[config.mk]
export PLATFORM = sky130hd
export DESIGN_NAME = modem_status_unit
export DESIGN_NICKNAME = d
export VERILOG_FILES = /design/src/rtl/modem_status_unit.sv
export SDC_FILE = /design/constraint.sdc
export NUM_CORES = 1
export LEC_CHECK = 0
export ABC_CLOCK_PERIOD_IN_PS = 950
export BUFFER_PORTS_ARGS = -buffer_cell sky130_fd_sc_hd__buf_2
export CORE_MARGIN = 1
export CORE_UTILIZATION = 43
export CTS_CLUSTER_SIZE = 40
export DETAILED_ROUTE_END_ITERATION = 7
export PLACE_DENSITY = 0.74
export SYNTH_ARGS = -nofsm -noshare
export SYNTH_HDL_FRONTEND = slang
export SYNTH_SLANG_ARGS = --single-unit
[constraint.sdc]
create_clock -name clk -period 0.95 [get_ports clk]
set_input_delay 0.0475 -clock clk [delete_from_list [all_inputs] [get_ports clk]]
set_output_delay 0.0475 -clock clk [all_outputs]
set_load 0.01 [all_outputs]
[src/rtl/modem_status_unit.sv]
`timescale 1ns/1ps
module modem_status_unit #(
  parameter int SYNC_STAGES = 2
) (
  input  logic       clk,
  input  logic       rst_n,
  input  logic       wr_en,
  input  logic       rd_en,
  input  logic [1:0] addr,
  input  logic [7:0] wdata,
  output logic [7:0] rdata,
  input  logic       cts_i,
  input  logic       dsr_i,
  input  logic       ri_i,
  input  logic       dcd_i,
  output logic       dtr_o,
  output logic       rts_o,
  output logic       aux1_o,
  output logic       aux2_o,
  output logic       irq_o
);
  localparam logic [3:0] LINE_RST = 4'b1011;
  localparam logic [3:0] XOR_MASK = 4'b1011;
  localparam logic [4:0] CTL_RST  = 5'h08;

  logic [3:0] sync_q [SYNC_STAGES];
  logic [3:0] sampled, stat, delta, chg;
  logic [4:0] mcr;
  logic       ien;
  wire        loop = mcr[4];
  wire  [3:0] lines = {dcd_i, ri_i, dsr_i, cts_i};
  wire        ack = rd_en && addr == 2'd2 && !loop;

  always_ff @(posedge clk or negedge rst_n) begin
    if (!rst_n) begin
      for (int i = 0; i < SYNC_STAGES; i++) sync_q[i] <= LINE_RST;
    end else begin
      sync_q[0] <= lines;
      for (int i = 1; i < SYNC_STAGES; i++) sync_q[i] <= sync_q[i-1];
    end
  end

  assign sampled = sync_q[SYNC_STAGES-1];
  assign chg = ((stat ^ sampled) & XOR_MASK) | {1'b0, stat[2] & ~sampled[2], 2'b00};

  always_ff @(posedge clk or negedge rst_n) begin
    if (!rst_n) begin
      stat  <= LINE_RST;
      delta <= '0;
      mcr   <= CTL_RST;
      ien   <= 1'b0;
    end else begin
      stat  <= sampled;
      delta <= (ack ? 4'b0000 : delta) | chg;
      if (wr_en && addr == 2'd1) mcr <= wdata[4:0];
      if (wr_en && addr == 2'd0) ien <= wdata[3];
    end
  end

  always_comb begin
    case (addr)
      2'd0:    rdata = {4'b0000, ien, 3'b000};
      2'd1:    rdata = {3'b000, mcr};
      2'd2:    rdata = loop ? {mcr[3], mcr[2], mcr[0], mcr[1], 4'b0000} : {stat, delta};
      default: rdata = 8'h00;
    endcase
  end

  assign irq_o  = ien & |delta;
  assign dtr_o  = mcr[0];
  assign rts_o  = mcr[1];
  assign aux1_o = mcr[2];
  assign aux2_o = mcr[3];
endmodule


# Word level (Yosys, flattened, before mapping)
# Cells that the tools add are included.
# word_totals
reg_bits,22
latch_bits,0
mem_bits_rw,0
rom_bits,0
elab_cells,24
memories,0
# op_classes
add_sub_neg,0
n_mul,0
div,0
n_lt_le_gt_ge,0
n_eq_ne,2
shift,0
muxes,3
bitwise_logic,6
reduce_logical,7
# ops
op,n
8-bit case mux with 3 select lines,1
8-bit two-way mux,1
1-bit logical AND,4
4-bit two-way mux,1
4-bit by 3-bit OR with 4-bit output,1
4-bit OR,1
4-bit OR reduction,1
4-bit XOR,1
1-bit AND,2
"2-bit by 1-bit equality test with 1-bit output, second input constant",1
"2-bit equality test, second input constant",1
2-bit zero test,1
1-bit zero test,1
1-bit inverter,1

# Longest topological paths before layout
# logic_depth
word_depth,5
mapped_depth,3
ltp_nobuf,2

# Worst setup path after synthesis
# No wires, ideal clock.
# synth_path
kind,register -> register
from,register mcr[4]
to,register delta[2]
setup_time_ns,0.126
arrival_time_ns,0.877
path_slack_ns,-0.053
stages_incl_launch_ff,4
path_buffers,1
period_less_slack_ns,1.003
path_cell_list,dfrtp_1 -> buf_4 -> and4bb_2 -> o22ai_1
# synth_via
elab_chain_cells,4
# synth_lines
item,line_no,text
from (decl),28,logic [4:0] mcr;
from (signal assigned),55,if (wr_en && addr == 2'd1) mcr <= wdata[4:0];
1-bit zero test,32,wire ack = rd_en && addr == 2'd2 && !loop;
1-bit logical AND,32,
4-bit two-way mux,54,delta <= (ack ? 4'b0000 : delta) | chg;
4-bit OR,54,
to (signal assigned),54,
to (decl),27,"logic [3:0] sampled, stat, delta, chg;"
# Every way passes these cells.
# A chain may end at the register's enable or synchronous reset.

# Worst setup path in the final report
# layout_path
from,register mcr[4]
to,output port rdata[7]
# layout_via
elab_chain_cells,2
# layout_lines
item,line_no,text
8-bit two-way mux,64,"2'd2: rdata = loop ? {mcr[3], mcr[2], mcr[0], mcr[1], 4'b0000} : {stat, delta};"
8-bit case mux with 3 select lines,61,case (addr)
to (decl),11,"output logic [7:0] rdata,"
# Every way passes these cells.

==> flow_metrics.py <==
metrics = {
    "outcome": {
        "status": "finished, violations left",
        "violations": "setup timing",
    },
    "global_routing": {
        "grt_pass1_wl_um": 3029,
        "first_global_vias": 668,
        "antenna_found_initial": 0,
        "grt_use_total_pct": 17.24,
        "grt-ovfl-total": 0,
        "grt_max_degree": 23,
    },
    "clocking": {
        "cts_max_path_buffers": 2,
        "clk_pin_slew_ns": 0.12,
        "cts_tree": "yes",
        "clk_latency_ns": 0.30,
        "cts_buffers": 3,
        "cts_htree_levels": 1,
        "root_buffer": "clkbuf_4",
        "clkSinkCount": 22,
    },
    "timing": {
        "setup_viol": 16,
        "hold_violations": 0,
        "maxSlewViolCount": 0,
        "tightest_slew_ns": 0.4654,
        "skew_ns": 0.009234,
        "worst_slack_ns": -0.4158,
        "fin_setup_tns_ns": -4.789,
        "rsz0062_at_grt": "true",
        "fmax_mhz": 732.2,
        "fin_crit_sh_pct": 143.8,
        "slew_headroom_pct": 68.98,
        "min_period_ns": 1.366,
    },
    "die": {
        "die_h_um": 48.40,
        "num_rows": 16,
        "core_sq_um": 2002,
        "die_area_sq_um": 2343,
        "ios": 31,
        "die-width_um": 48.40,
        "initial_core_util_pct": 46.25,
    },
    "yosys": {
        "synth-xor-area-share_pct": 2.838,
        "synth-seq-cells": 22,
        "synth_area_leaders": "dfrtp_1, dfstp_2, mux2_4, mux2i_1, a32o_1",
        "yosysTopAreaCell": "dfrtp_1",
        "syn_area_per_cell_sq_um": 14.47,
        "netlist_area_sq_um": 925.9,
        "synth_edf_count": 0,
        "post-synth-top-count-cell": "dfrtp_1",
        "synth-compound-area-share_pct": 8.649,
        "synthFlopType": "dfrtp_1",
        "synthTopCellsByCount": "dfrtp_1, dfstp_2, inv_1, mux2_4, mux2i_1",
        "synthDistinctLibCells": 22,
        "synthArstFlopShare_pct": 100.0,
        "synth_top_area_share_pct": 32.43,
        "synth_top_family_by_area": "multiplexers",
        "synthAdderAreaFrac_pct": 0,
        "syn_inst": 64,
        "ys.warnings.count": 0,
        "synthSimpleGateAreaFrac_pct": 8.108,
        "yosysSeqAreaShare_pct": 60.81,
        "synth_nets": 82,
        "synthMuxAreaShare_pct": 14.73,
    },
    "setup_path": {
        "critPathArrivalTime_ns": 1.32,
        "r2r_slack_ns": -0.38,
        "cp-end-kind": "output pin",
        "criticalPathCategory": "flip-flop to output pin",
        "reg2reg_depth": 5,
        "crit_required_ns": 0.90,
        "rr_startpoint": "mcr[4]$_DFFE_PN0P_",
        "cp_max_fo": 6,
        "cp-endpoint": "rdata[7]",
        "cp-startpoint": "mcr[4]$_DFFE_PN0P_",
        "reg2reg_to": "mcr[4]$_DFFE_PN0P_",
        "critPathLaunchType": "flip-flop",
    },
    "cells_and_area": {
        "layout-area-overhead-vs-synth_pct": 42.97,
        "final_nets": 132,
        "fillers": 159,
        "fin_cells": 140,
        "utilization_pct": 66.13,
        "diodes": 0,
        "drive_gt1_share_pct": 58.41,
    },
    "pwr": {
        "power_leakage_nw": 0.6542,
        "combPwrFrac_pct": 26.4,
        "p_per_area_nw_per_um2": 1678,
        "switching_share_pct": 26.19,
        "p_int_mw": 1.640,
        "power_frac_seq_pct": 51.4,
        "clkPwrFrac_pct": 22.3,
        "vdd.ir_drop.worst_v": 0.001169,
        "power_switching_mw": 0.5818,
    },
    "detailed_routing": {
        "drt_pass1_iterations": 5,
        "drc": 0,
        "dr.first_iter.drc_count": 15,
        "via_count": 686,
        "wl_per_cell_um": 13.25,
        "drt_wl_total_um": 1855,
        "routed_via_density": 4.900,
        "antenna_left": 0,
    },
    "min_path": {
        "min_path_type": "input port to flip-flop",
        "hold_path_depth": 3,
    },
    "run": {
        "drv_cap": 0,
    },
    "place": {
        "dp.cells": 119,
        "dp_slack_ns": -0.1562,
        "gp_congestion": 0.8072,
        "hpwlAfterDp_um": 1195,
        "io_buffer_count": 27,
    },
}
[registers in the layout, indices dropped and copies added (netlist names)]
register / count
mcr: 5
sampled: 4
ien: 1
stat: 4
sync_q: 4
delta: 4
[layout by cell type (no fill, tap or decap), types with 3 or more instances in the layout]
master / n
nor2_1: 3
dfrtp_1: 11
dlygate4sd3_1: 10
a32o_1: 3
xnor2_1: 3
dfstp_2: 10
mux2_4: 5
clkbuf_4: 3
buf_6: 5
buf_2: 26
buf_4: 7
mux2i_1: 5
inv_1: 5
o21ai_2: 3
[critical path, stage by stage (launching register included)]
cell	delay (ns)
dfrtp_2	0.48
buf_6	0.14
mux2i_1	0.20
nor2_1	0.05
buf_2	0.14
[cell families after synthesis]
logic type | count (synthesis)
multiplexers | 11
AND/OR/NAND/NOR | 10
XOR/XNOR | 3
buffers and inverters | 8
flip-flops | 22
AO/OA/AOI/OAI | 10
[per-stage QoR]
step	instance area (sq um)	hold WS, ns	total power, mW
2_1_floorplan	929.6	-0.2481	1.401
6_report	1324	0.1802	2.222
5_1_grt	1324	0.1704	2.345
4_1_cts	1279	0.1704	2.176
3_3_place_gp	1099	0.03122	1.558
3_5_place_dp	1099	0.03250	1.571
[power by group through the flow]
stage	logic (mW)	registers [mW]	clock network [mW]
2_1_floorplan	0.268	1.13	0
3_3_place_gp	0.409	1.15	0
3_5_place_dp	0.416	1.15	0
4_1_cts	0.512	1.14	0.527
5_1_grt	0.624	1.15	0.569
6_report	0.586	1.14	0.495
[worst min path at each step]
| stage | from | slack (ns) | endpoint |
|---|---|---|---|
| finish | wr_en | 0.18 | mcr[3]$_DFFE_PN1P_ |
| global route | wr_en | 0.17 | mcr[3]$_DFFE_PN1P_ |
| CTS | wr_en | 0.17 | mcr[1]$_DFFE_PN0P_ |
| detailed placement | rst_n | 0.03 | mcr[1]$_DFFE_PN0P_ |
| global placement | rst_n | 0.03 | mcr[1]$_DFFE_PN0P_ |
| floorplan | rst_n | -0.25 | delta[0]$_DFF_PN0_ |
[routing by layer]
metal	GRT usage (%)	share of wire, %	vias up
met5	0	0	-
met4	4.412	0.54	0
met3	4.717	5.0	2
met2	32.16	49	29
met1	19.25	45	332
li1	-	-	323
[area by class of cell]
cell class                      count  area (sq um)  share of cell area [%]
Timing Repair Buffer               48         339.1                   25.61
Inverter                            5         18.77                   1.418
Multi-Input combinational cell     34         331.6                   25.05
Sequential cell                    22         564.3                   42.63
Tap cell                           27         33.78                   2.552
Clock buffer                        4         36.28                   2.741
[what timing repair did]
action	4_1_cts	5_1_grt
pin swaps	3	1
setup buffers	3	4
hold buffers	10	0
resized for setup	11	4
endpoints found under the setup margin	17	18
hold endpoints to repair	22	0
Power figures use the tool's default switching activity.
